<file path="config.mk">
export PLATFORM = sky130hd
export DESIGN_NAME = mpwm_timer
export DESIGN_NICKNAME = d
export VERILOG_FILES = /design/src/rtl/mpwm_pkg.sv /design/src/rtl/mpwm_counter.sv /design/src/rtl/mpwm_cmp_bank.sv /design/src/rtl/mpwm_pin_ctl.sv /design/src/rtl/mpwm_timer.sv
export SDC_FILE = /design/constraint.sdc
export NUM_CORES = 1
export LEC_CHECK = 0
export BUFFER_PORTS_ARGS = -buffer_cell sky130_fd_sc_hd__clkbuf_2
export CAP_MARGIN = 20
export CORE_ASPECT_RATIO = 1.75
export CORE_UTILIZATION = 40
export DETAILED_ROUTE_END_ITERATION = 16
export GPL_ROUTABILITY_DRIVEN = 0
export SYNTH_ARGS = -nofsm -noshare
export SYNTH_HDL_FRONTEND = slang
export SYNTH_HIERARCHICAL = 1
export SYNTH_SLANG_ARGS = --single-unit
</file>
<file path="constraint.sdc">
create_clock -name clk -period 5.18 [get_ports clk]
set_clock_uncertainty 0.1 [all_clocks]
set_input_delay 1.036 -clock clk [delete_from_list [all_inputs] [get_ports clk]]
set_output_delay 1.036 -clock clk [all_outputs]
set_load 0.005 [all_outputs]
</file>
<file path="src/rtl/mpwm_pkg.sv">
package mpwm_pkg;

  typedef enum logic [1:0] {
    ACT_HOLD   = 2'b00,
    ACT_LOW    = 2'b01,
    ACT_HIGH   = 2'b10,
    ACT_INVERT = 2'b11
  } pin_act_e;

  // Level a pin takes when its duty compare fires.
  function automatic logic apply_act(input logic [1:0] act, input logic cur);
    logic nxt;
    unique case (pin_act_e'(act))
      ACT_HOLD:   nxt = cur;
      ACT_LOW:    nxt = 1'b0;
      ACT_HIGH:   nxt = 1'b1;
      ACT_INVERT: nxt = ~cur;
      default:    nxt = cur;
    endcase
    return nxt;
  endfunction

  // A duty slot only fires when its value lies strictly below the period.
  function automatic logic duty_fires(input logic [15:0] duty, input logic [15:0] prd);
    return duty < prd;
  endfunction

endpackage

</file>
<file path="src/rtl/mpwm_counter.sv">
module mpwm_counter #(
  parameter int CNT_W = 16
) (
  input  logic             clk,
  input  logic             rst_n,
  input  logic             en,
  input  logic [CNT_W-1:0] prd_val,
  output logic [CNT_W-1:0] cnt,
  output logic             prd_hit
);

  assign prd_hit = en && (cnt == prd_val);

  always_ff @(posedge clk or negedge rst_n) begin
    if (!rst_n)       cnt <= '0;
    else if (!en)     cnt <= '0;
    else if (prd_hit) cnt <= '0;
    else              cnt <= cnt + CNT_W'(1);
  end

  AST_COUNT_STEP: assert property (@(posedge clk) disable iff (!rst_n)
    en && !prd_hit |=> cnt == $past(cnt) + CNT_W'(1));
  AST_CLEAR_AFTER_MATCH: assert property (@(posedge clk) disable iff (!rst_n)
    prd_hit |=> cnt == '0);
  AST_CNT_BOUNDED: assert property (@(posedge clk) disable iff (!rst_n)
    cnt <= prd_val);
  AST_IDLE_ZERO: assert property (@(posedge clk) disable iff (!rst_n)
    !en |=> cnt == '0);

endmodule

</file>
<file path="src/rtl/mpwm_cmp_bank.sv">
module mpwm_cmp_bank #(
  parameter int NUM_CH = 8,
  parameter int CNT_W  = 16,
  parameter int SEL_W  = $clog2(NUM_CH),
  parameter int AW     = SEL_W + 1
) (
  input  logic                         clk,
  input  logic                         rst_n,
  input  logic                         wr_en,
  input  logic [AW-1:0]                wr_addr,
  input  logic [CNT_W-1:0]             wr_data,
  input  logic                         load,
  output logic [NUM_CH-1:0][CNT_W-1:0] act_cmp,
  output logic [SEL_W-1:0]             act_sel
);

  localparam logic [AW-1:0] SEL_ADDR = AW'(NUM_CH);

  logic [NUM_CH-1:0][CNT_W-1:0] shd_cmp;
  logic [SEL_W-1:0]             shd_sel;
  logic                         sel_wr;

  assign sel_wr = wr_en && (wr_addr == SEL_ADDR);

  for (genvar g = 0; g < NUM_CH; g++) begin : g_slot
    logic slot_wr;
    assign slot_wr = wr_en && (wr_addr == AW'(g));

    always_ff @(posedge clk or negedge rst_n) begin
      if (!rst_n)       shd_cmp[g] <= '0;
      else if (slot_wr) shd_cmp[g] <= wr_data;
    end

    always_ff @(posedge clk or negedge rst_n) begin
      if (!rst_n)    act_cmp[g] <= '0;
      else if (load) act_cmp[g] <= shd_cmp[g];
    end
  end

  always_ff @(posedge clk or negedge rst_n) begin
    if (!rst_n)      shd_sel <= '0;
    else if (sel_wr) shd_sel <= wr_data[SEL_W-1:0];
  end

  always_ff @(posedge clk or negedge rst_n) begin
    if (!rst_n)    act_sel <= '0;
    else if (load) act_sel <= shd_sel;
  end

  AST_SHADOW_HOLD: assert property (@(posedge clk) disable iff (!rst_n)
    !load |=> $stable(act_cmp) && $stable(act_sel));
  AST_SEL_LOAD: assert property (@(posedge clk) disable iff (!rst_n)
    load |=> act_sel == $past(shd_sel));

endmodule

</file>
<file path="src/rtl/mpwm_pin_ctl.sv">
module mpwm_pin_ctl
  import mpwm_pkg::*;
#(
  parameter int CNT_W = 16
) (
  input  logic             clk,
  input  logic             rst_n,
  input  logic             en,
  input  logic [CNT_W-1:0] cnt,
  input  logic [CNT_W-1:0] duty,
  input  logic [CNT_W-1:0] prd_val,
  input  logic             is_prd,
  input  logic             prd_hit,
  input  logic             init_lvl,
  input  logic [1:0]       act,
  output logic             duty_hit,
  output logic             pin
);

  assign duty_hit = en && !is_prd && (cnt == duty) && duty_fires(duty, prd_val);

  always_ff @(posedge clk or negedge rst_n) begin
    if (!rst_n)                pin <= 1'b0;
    else if (!en)              pin <= init_lvl;
    else if (prd_hit || is_prd) pin <= init_lvl;
    else if (duty_hit)         pin <= apply_act(act, pin);
  end

  AST_IDLE_INIT: assert property (@(posedge clk) disable iff (!rst_n)
    !en |=> pin == $past(init_lvl));
  AST_CLEAR_INIT: assert property (@(posedge clk) disable iff (!rst_n)
    prd_hit |=> pin == $past(init_lvl));
  AST_PRD_PIN_HELD: assert property (@(posedge clk) disable iff (!rst_n)
    en && is_prd |=> pin == $past(init_lvl));
  AST_EQ_NO_CHANGE: assert property (@(posedge clk) disable iff (!rst_n)
    en && !is_prd && !prd_hit && duty >= prd_val |=> $stable(pin));
  AST_ACT_HIGH: assert property (@(posedge clk) disable iff (!rst_n)
    duty_hit && !prd_hit && act == 2'b10 |=> pin);
  AST_ACT_INVERT: assert property (@(posedge clk) disable iff (!rst_n)
    duty_hit && !prd_hit && act == 2'b11 |=> pin != $past(pin));

endmodule

</file>
<file path="src/rtl/mpwm_timer.sv">
module mpwm_timer #(
  parameter int NUM_CH = 8,
  parameter int CNT_W  = 16,
  parameter int SEL_W  = $clog2(NUM_CH),
  parameter int AW     = SEL_W + 1
) (
  input  logic                clk,
  input  logic                rst_n,
  input  logic                en,
  input  logic                wr_en,
  input  logic [AW-1:0]       wr_addr,
  input  logic [CNT_W-1:0]    wr_data,
  input  logic [NUM_CH-1:0]   init_lvl,
  input  logic [2*NUM_CH-1:0] pin_act,
  output logic [NUM_CH-1:0]   pwm_out
);

  logic [NUM_CH-1:0][CNT_W-1:0] act_cmp;
  logic [SEL_W-1:0]             act_sel;
  logic [CNT_W-1:0]             cnt;
  logic [CNT_W-1:0]             prd_val;
  logic                         prd_hit;
  logic                         load;
  logic [NUM_CH-1:0]            duty_hit;

  assign prd_val = act_cmp[act_sel];
  assign load    = !en || prd_hit;

  mpwm_cmp_bank #(
    .NUM_CH (NUM_CH),
    .CNT_W  (CNT_W),
    .SEL_W  (SEL_W),
    .AW     (AW)
  ) u_bank (
    .clk     (clk),
    .rst_n   (rst_n),
    .wr_en   (wr_en),
    .wr_addr (wr_addr),
    .wr_data (wr_data),
    .load    (load),
    .act_cmp (act_cmp),
    .act_sel (act_sel)
  );

  mpwm_counter #(
    .CNT_W (CNT_W)
  ) u_cnt (
    .clk     (clk),
    .rst_n   (rst_n),
    .en      (en),
    .prd_val (prd_val),
    .cnt     (cnt),
    .prd_hit (prd_hit)
  );

  for (genvar g = 0; g < NUM_CH; g++) begin : g_pin
    logic is_prd;
    assign is_prd = (act_sel == SEL_W'(g));

    mpwm_pin_ctl #(
      .CNT_W (CNT_W)
    ) u_pin (
      .clk      (clk),
      .rst_n    (rst_n),
      .en       (en),
      .cnt      (cnt),
      .duty     (act_cmp[g]),
      .prd_val  (prd_val),
      .is_prd   (is_prd),
      .prd_hit  (prd_hit),
      .init_lvl (init_lvl[g]),
      .act      (pin_act[2*g+1:2*g]),
      .duty_hit (duty_hit[g]),
      .pin      (pwm_out[g])
    );
  end

  AST_HITS_OFF_WHEN_IDLE: assert property (@(posedge clk) disable iff (!rst_n)
    !en |-> duty_hit == '0 && !prd_hit);
  AST_PRD_SLOT_NEVER_DUTY: assert property (@(posedge clk) disable iff (!rst_n)
    duty_hit[act_sel] == 1'b0);

endmodule

</file>
* Word-level counts from Yosys, hierarchy flattened *
Cells that the tools add are included.

storage, ports and cells
  register bits = 286

operators by class
  reductions and logical operators = 70
  bitwise operators = 8
  $lt $le $gt $ge = 9
  eq/ne operators = 64
  add/sub/neg operators = 1
  muxes and demuxes = 36

operators by type and width
  operator                                                                  number
  16-bit == test                                                            9
  16-bit less-than comparator                                               8
  16-bit binary-select mux with 3-bit select                                1
  16-bit two-way mux                                                        3
  1-bit logical AND                                                         34
  2-bit == test (second input constant)                                     16
  1-bit two-way mux                                                         24
  3-bit by 1-bit inequality test with 1-bit output (second input constant)  8
  3-bit by 2-bit inequality test with 1-bit output (second input constant)  8
  1-bit case mux with 3 select lines                                        8
  16-bit by 1-bit adder with 16-bit output (second input constant)          1
  2-bit by 1-bit == test with 1-bit output (second input constant)          8
  4-bit by 3-bit == test with 1-bit output (second input constant)          4
  2-bit zero test                                                           8
  2-bit AND reduction                                                       8
  3-bit == test (second input constant)                                     4
  1-bit zero test                                                           9
  1-bit logical OR                                                          9
  4-bit by 2-bit == test with 1-bit output (second input constant)          2
  1-bit NOT                                                                 8
  3-bit by 2-bit == test with 1-bit output (second input constant)          2
  4-bit by 1-bit == test with 1-bit output (second input constant)          1
  4-bit == test (second input constant)                                     1
  4-bit zero test                                                           1
  3 further kinds                                                           3

* Longest topological paths before layout *
Gate-level depths: netlist (run 1).

  depth after elaboration = 8
  gate-level depth with buffers = 15
  depth with buffers taken out = 12

* Cells and area by module *
Netlist (run 1), hierarchy kept.

modules (own cells, without submodules)
  module                             instances  area an instance (µm²)  cells each  sequential area each (µm²)
  mpwm_cmp_bank                      1          9823.2                  564         6556.3
  mpwm_pin_ctl (g_pin[0].u_pin ...)  7          646.9                   80          25.0
  mpwm_timer                         1          1198.6                  152         0.0
  mpwm_counter                       1          949.7                   97          400.4
  mpwm_pin_ctl (g_pin[1].u_pin)      1          784.5                   99          25.0

* Least setup slack after synthesis (run 1) *
Ideal clock, no wire load.

  kind = register to register
  start = register u_bank.act_sel[0]
  end = register u_bank/act_cmp[0] (netlist bit)
  clock period less this slack = 4662 ps
  path slack = 518 ps
  required time = 4955 ps
  stages on the path, launching flop included = 14
  buffers on the path = 6
  arrival time = 4437 ps
  cell sequence = dfrtp_1 > buf_4 > buf_6 > buf_2 > a211oi_1 > a2bb2oi_1 > xnor2_1 > nand3_1 > nor4_1 > nand2b_1 > clkbuf_1 > clkbuf_1 > buf_2 > mux2_2

on the way
  cells in the longest elaborated chain, start to end = 5

RTL lines
  what                                        line                 text
  start, declared                             mpwm_cmp_bank.sv:14  output logic [SEL_W-1:0] act_sel
  start signal, assigned                      mpwm_cmp_bank.sv:47  else if (load) act_sel <= shd_sel;
  16-bit binary-select mux with 3-bit select  mpwm_timer.sv:26     assign prd_val = act_cmp[act_sel];
  16-bit two-way mux (implied by the code)    mpwm_timer.sv:26
  net prd_val[0]                              mpwm_timer.sv:21     logic [CNT_W-1:0] prd_val;
  16-bit == test                              mpwm_counter.sv:12   assign prd_hit = en && (cnt == prd_val);
  1-bit logical AND                           mpwm_counter.sv:12
  net prd_hit                                 mpwm_timer.sv:22     logic prd_hit;
  1-bit logical OR                            mpwm_timer.sv:27     assign load = !en || prd_hit;
  net load                                    mpwm_timer.sv:23     logic load;
  end signal, assigned by index               mpwm_cmp_bank.sv:36  else if (load) act_cmp[g] <= shd_cmp[g];
  end, declared                               mpwm_cmp_bank.sv:13  output logic [NUM_CH-1:0][CNT_W-1:0] act_cmp,

The timed path passes the listed nets, and every way through them passes these cells. The select of a mux whose other input is x is not followed.
A chain may end at the register's enable or synchronous reset.

* Worst setup path in the final report (run 1) *
  start = register u_bank.act_sel[1]
  end = register u_bank/act_cmp[23] (netlist bit)

The elaborated chain is that of the path after synthesis.

==> impl_results.md, run 1 <==
* Status: completed
* Crit-path max FO at 74
* Global-route met1 utilization at between 20% and 30%
* PostCTS Resize Cnt at 0
* Setup TNS at 0 ns
* DRT Wirelength at between 50 and 60 mm
* Reg2reg end: u_bank/act_cmp[23]
* Max rail drop VDD at approximately 0.17 mV
* Layout area overhead at 10.8%
* Worst slew pin tran at about 1.1 ns
* Leak Pwr at between 8 and 9 nW
* Mapped Nets at approximately 1,600
* Hold Fails Final Rpt at 0
* Startpoint of the worst hold path: u_bank/shd_cmp[92]
* Initial antenna violation count at 1
* Required time worst endpoint at ~5.5 ns
* CTS max path bufs at 3
* Power Dens Cells at about 500 nW/µm²
* Switch share at between 30% and 40%
* Reg clk slew, reported paths at 0.07 ns
* Fin. max-slew vios at 0
* Per-cell routed wire length at around 24 µm
* Hold_ws at roughly 0.40 ns
* Cells on Worst Hold Path at 1
* # rows at 100
* Die area at approximately 44,000 µm²
* # fillers at between 3,000 and 4,000
* Final min period at around 4.5 ns
* Final ANT Viol Nets at 0
* Max incr delay on CP at 0.96 ns
* RSZ-0062 raised after global routing: no
* Core area at roughly 42,000 µm²
* Reg area at approximately 7200 µm²
* Seq pwr share at ~37%
* Initial DRC count at between 500 and 600
* Fraction of power consumed by combinational cells at between 40% and 50%
* Reg2Reg Setup Slack at between 0.6 and 0.7 ns
* Total GRT Usage at a little under a quarter
* Iteration count of the initial detailed-routing pass at 5
* Root Driver: clkbuf_16
* H-tree lvl count at 1
* Io pins at 56
* F_max at about 220 MHz
* DRC errors left at 0
* Grt total ovfl at 0
* Multi-input logic area at roughly 9000 µm²
* Critical Path Most Common Cell: mux2_2
* Layout cells sized above 1 at roughly 30%
* Clock Latency Late Sink at 0.56 ns
* Die X at roughly 160 µm
* Initial Utilization at between 40% and 50%
* Crit end category: register
* Post-CTS setup buffers at 0
* Tcrit/Tclk final at ~87%
* Final #Nets at roughly 1,700
* Cell count after synthesis at between 1,000 and 1,500
* CP max stage cell: a221oi_2
* CP Cell Sequence: buf_4, mux2_2, o22ai_1, a221oi_2, xnor2_1, nand4_1, nor4_2, nand2b_4, buf_12, mux2_2
* R2R Path Start: u_bank/act_sel[1]
* Buf+Inv Stages, Crit Path at 2
* Clock Sink Count at 286
* NetSw at ~3.8 mW
* Num CTS Buffers at 26
* Startpoint Class: register
* Max cap viols at 0
* Top Usage Layer GRT: met2
* Clk pwr share at about 21%
* WP depth at 10
* CP Class: register to register
* Yosys warning count at 6
* Pwr Total at between 9 and 10 mW
* Cell family with most CP delay: compound AO/OA/AOI/OAI gates
* HP Class: register to register
* Largest net degree at the start of global routing at roughly 110
* Cell area after synthesis at 17,200 µm²
* Endpoint, Worst Hold: u_bank/shd_cmp[92]
* Max-Slew Margin vs Limit at between 20% and 30%
* CTS tree: built
* Total number of vias at 11,840
* M3 GR Usage at 2.63%
* Number of port buffers at 55
* Met2 global-route usage at 41.0%
* Die Height at 276 µm
* P_int at approximately 5.8 mW
* Dpl hpwl at approximately 38 mm
* Vias in the first global route at between 10,000 and 15,000
* Vias/cell at 5.61
* CTS Hold Buffers Added at 0
* Syn_area_per_cell at 11.8 µm²
* Final Setup Violations at 0
* Worst Reg-to-Reg Cells at 10
* Arrival time at the worst endpoint at around 4.8 ns
* First-pass GRT wire length at approximately 76 mm
==> power groups by stage <==
stage / registers (mW) / clock network [mW] / logic (mW)
floorplan: 3.17 / 0 / 3.03
global placement: 3.56 / 0 / 3.84
detailed placement: 3.58 / 0 / 4.01
CTS: 3.54 / 2.05 / 4.03
global route: 3.61 / 2.11 / 4.47
finish: 3.54 / 1.99 / 4.07
==> through the flow <==
stage | cells | area (µm²) | util (%) | setup WS (ns)
after floorplan | 1459 | 17200 | - | 0.518
after global placement | 2060 | 18200 | 42.8 | 0.817
after detailed placement | 2061 | 18200 | 42.9 | 0.776
after CTS | 2109 | 19100 | 45.0 | 0.765
after global routing | 2109 | 19100 | 45.0 | 0.515
final | 2110 | 19100 | 45.0 | 0.681
==> placed cells by master, fill, tap and decap left out, drive strengths merged, types with 33 or more instances in the layout <==
master and n:
buf 35, nor2 33, xnor2 140, dfrtp 286, inv 131, mux2 272, clkbuf 85, nand2 37
ha 121
==> final cells by class <==
class                           count  share of cell area, %
Multi-Input combinational cell    997                   48.6
Sequential cell                   286                   37.5
Clock buffer                       31                   3.73
Tap cell                          561                   3.68
Timing Repair Buffer               89                   3.07
Inverter                          128                   2.52
Clock inverter                     17                  0.892
Antenna cell                        1                 0.0131
==> layer usage <==
metal  wire length (µm)  vias to the layer above
li1                   -                     5360
met1              18800                     5980
met2              25200                      330
met3               1790                      170
met4               4300                        0
met5                  0                        -
==> registers in the layout, indices dropped and copies added (netlist names) <==
register,count
g_pin.u_pin/pin,8
u_bank/shd_sel,3
u_bank/act_cmp,128
u_bank/act_sel,3
u_bank/shd_cmp,128
u_cnt/cnt,16
==> worst max-delay path by stage <==
stage                      startpoint                  to  slack [ns]
global placement    u_bank/act_sel[1]  u_bank/act_cmp[39]        0.82
detailed placement  u_bank/act_sel[1]  u_bank/act_cmp[50]        0.78
floorplan           u_bank/act_sel[0]   u_bank/act_cmp[0]        0.52
CTS                 u_bank/act_sel[1]  u_bank/act_cmp[23]        0.77
global route        u_bank/act_sel[1]  u_bank/act_cmp[39]        0.52
finish              u_bank/act_sel[1]  u_bank/act_cmp[23]        0.68
Note: power is estimated with default switching activity, not from simulation.
==> inputs of run 2 (changes only) <==
- CORE_UTILIZATION: 40 -> 60
- PLACE_DENSITY: unset -> 0.77
- clock period: 5.18 -> 4.95 ns (I/O delays scaled with it)
==> run 2 against run 1 <==
Net effect:
- sequential cell count is the same
- first-iteration DRC count grew 48%
- global-route usage grew 11 points
- sequential share of layout area grew 0.13 points
==> impl_results.md, run 2 (synthesis results as in run 1) <==
* Required time worst endpoint at 5.30 ns (-0.22 ns)
* P_int at 6.17 mW (+6.6%)
* DRC errors left at 0 (unchanged)
* Number of port buffers at 55 (unchanged)
* Vias in the first global route at 12,650 (+2.1%)
* Setup TNS at 0 ns (unchanged)
* Dpl hpwl at 34.6 mm (-8.9%)
* Total GRT Usage at 33.9% (+11 points)
* HP Class: primary input to async pin
* Max rail drop VDD at 0.322 mV (+85%)
* Leak Pwr at 8.49 nW (+1.3%)
* Clock Latency Late Sink at 0.57 ns (about the same)
* Worst slew pin tran at 1.10 ns (+0.00159 ns)
* Die area at 29,400 µm² (-33%)
* Post-CTS setup buffers at 0 (unchanged)
* Most frequent cells in the layout: dfrtp_1, mux2_2, xnor2_1, inv_1, ha_1
* Tcrit/Tclk final at 84.1% (-2.7 points)
* Max-Slew Margin vs Limit at 26.8% (-0.18 points)
* Post-layout util at 67.7% (+23 points)
* Arrival time at the worst endpoint at 4.52 ns (-0.32 ns)
* Met2 global-route usage at 56.2% (+15 points)
* M3 GR Usage at 6.68% (+4.1 points)
* Num CTS Buffers at 27 (+3.8%)
* Worst Reg-to-Reg Cells at 11 (+1)
* Iteration count of the initial detailed-routing pass at 5 (unchanged)
* Seq pwr share at 36.3% (-0.6 points)
* Placed Area at 18,100 µm² (-0.58%)
* H-tree lvl count at 1 (unchanged)
* Final ANT Viol Nets at 0 (unchanged)
* Layout cells sized above 1 at 30.0% (+0.41 points)
* Max cap viols at 0 (unchanged)
* NetSw at 3.94 mW (+3.4%)
* Initial Utilization at 61.3% (+21 points)
* Die Height at 226 µm (-18%)
* Final #Nets at 1,710 (+0.77%)
* Most common cell after layout, fill and taps aside: dfrtp_1
* R2R Path Start: u_bank/act_sel[0]
* Fraction of power consumed by combinational cells at 42.5% (about the same)
* Largest net degree at the start of global routing at 118 (+6.3%)
* Final min period at 4.16 ns (-0.335 ns)
* Top Registers: u_bank/act_cmp x128, u_bank/shd_cmp x128, u_cnt/cnt x16
* Global-route met1 utilization at 37.5% (+13 points)
* Crit end category: register
* Grt total ovfl at 0 (unchanged)
* Crit-path max FO at 84 (+14%)
* Fin. max-slew vios at 0 (unchanged)
* Total number of vias at 12,141 (+2.5%)
* # rows at 81 (-19%)
* F_max at 240 MHz (+8.0%)
* Root Driver: clkbuf_16
* Top Usage Layer GRT: met2
* Startpoint Class: register
* Switch share at 39.0% (-0.74 points)
* Initial antenna violation count at 1 (unchanged)
* Power Dens Cells at 532 nW/µm² (+5.7%)
* Hold Fails Final Rpt at 0 (unchanged)
* # fillers at 2,115 (-46%)
* First-pass GRT wire length at 72.5 mm (-5.1%)
* Layout area overhead at 10.5%
* Setup ws final at 0.786 ns (+0.105 ns)
* DRT Wirelength at 47.5 mm (-5.3%)
* RSZ-0062 raised after global routing: no
* Io pins at 56 (unchanged)
* Status: completed
* Reg2Reg Setup Slack at 0.79 ns (+0.11 ns)
* Final Setup Violations at 0 (unchanged)
* CTS tree: built
* Reg2reg end: u_bank/act_cmp[106]
* CTS max path bufs at 3 (unchanged)
* Reg clk slew, reported paths at 0.07 ns (about the same)
* Pre-CTS setup slack at 0.981 ns (+0.206 ns)
* Clk pwr share at 21.2% (+0.5 points)
* Core area at 28,100 µm² (-34%)
* CTS Hold Buffers Added at 0 (unchanged)
* PostCTS Resize Cnt at 0 (unchanged)
* CP Class: register to register
* Clock Sink Count at 286 (unchanged)
* Hold_ws at 0.378 ns (-0.0193 ns)
* Die X at 130 µm (-18%)
* Vias/cell at 6.28 (+12%)
* Initial DRC count at 819 (+48%)
* Final instance area at 19,000 µm² (-0.35%)
* Per-cell routed wire length at 24.5 µm (+3.3%)
-- run 2: cell types whose count changed in the layout (fill, tap and decap cells not counted), sizes merged --
| cell | delta |
|---|---|
| clkinvlp | -2 |
| clkbuf | +4 |
| inv | -3 |
| buf | +12 |
| bufinv | +1 |
-- run 2: routing by layer --
metal | vias up | wire [µm]
li1 | 5394 | -
met4 | 0 | 4250
met1 | 6030 | 17200
met2 | 482 | 23200
met3 | 235 | 2840
met5 | - | 0
-- run 2: through the flow --
stage	std cells	total power, mW
6_report	1934	10.1
5_1_grt	1933	10.7
4_1_cts	1932	10.0
3_5_place_dp	1884	7.85
3_3_place_gp	1883	7.61
2_1_floorplan	1459	6.49
-- run 2: critical path, cell delays in order (launching register included) --
cell and delay [ns]:
dfrtp_2 0.67, buf_4 0.26, nand3b_1 0.29, o22ai_1 0.27
a21oi_1 0.06, buf_4 0.19, xnor2_1 0.27, nand3_1 0.23
nor4_2 0.55, nand2b_4 0.27, buf_12 0.39, mux2_2 0.41
-- run 2: worst max path at each step --
stage                      start                   to  cells past startpoint
6_report       u_bank/act_sel[0]  u_bank/act_cmp[106]                     11
5_1_grt        u_bank/act_sel[0]    u_bank/act_cmp[7]                     11
4_1_cts        u_bank/act_sel[2]    u_bank/act_cmp[7]                     10
3_5_place_dp   u_bank/act_sel[2]   u_bank/act_cmp[23]                     10
3_3_place_gp   u_bank/act_sel[2]   u_bank/act_cmp[39]                     10
2_1_floorplan  u_bank/act_sel[0]    u_bank/act_cmp[0]                     13
-- run 2: layout make-up --
type	count	area, µm²	share of cell area (%)
multi-input combinational	997	9260	48.7
sequential	286	7160	37.7
clock buffer	35	756	3.98
timing repair buffer	101	733	3.86
inverter	128	480	2.53
tap	373	467	2.46
clock inverter	13	149	0.784
antenna	1	2.50	0.0132
-- run 2: power groups by stage --
stage | logic, mW | registers (mW) | clock network, mW
global placement | 3.97 | 3.64 | 0
CTS | 4.22 | 3.64 | 2.17
detailed placement | 4.19 | 3.67 | 0
finish | 4.30 | 3.67 | 2.15
floorplan | 3.18 | 3.32 | 0
global route | 4.71 | 3.72 | 2.27
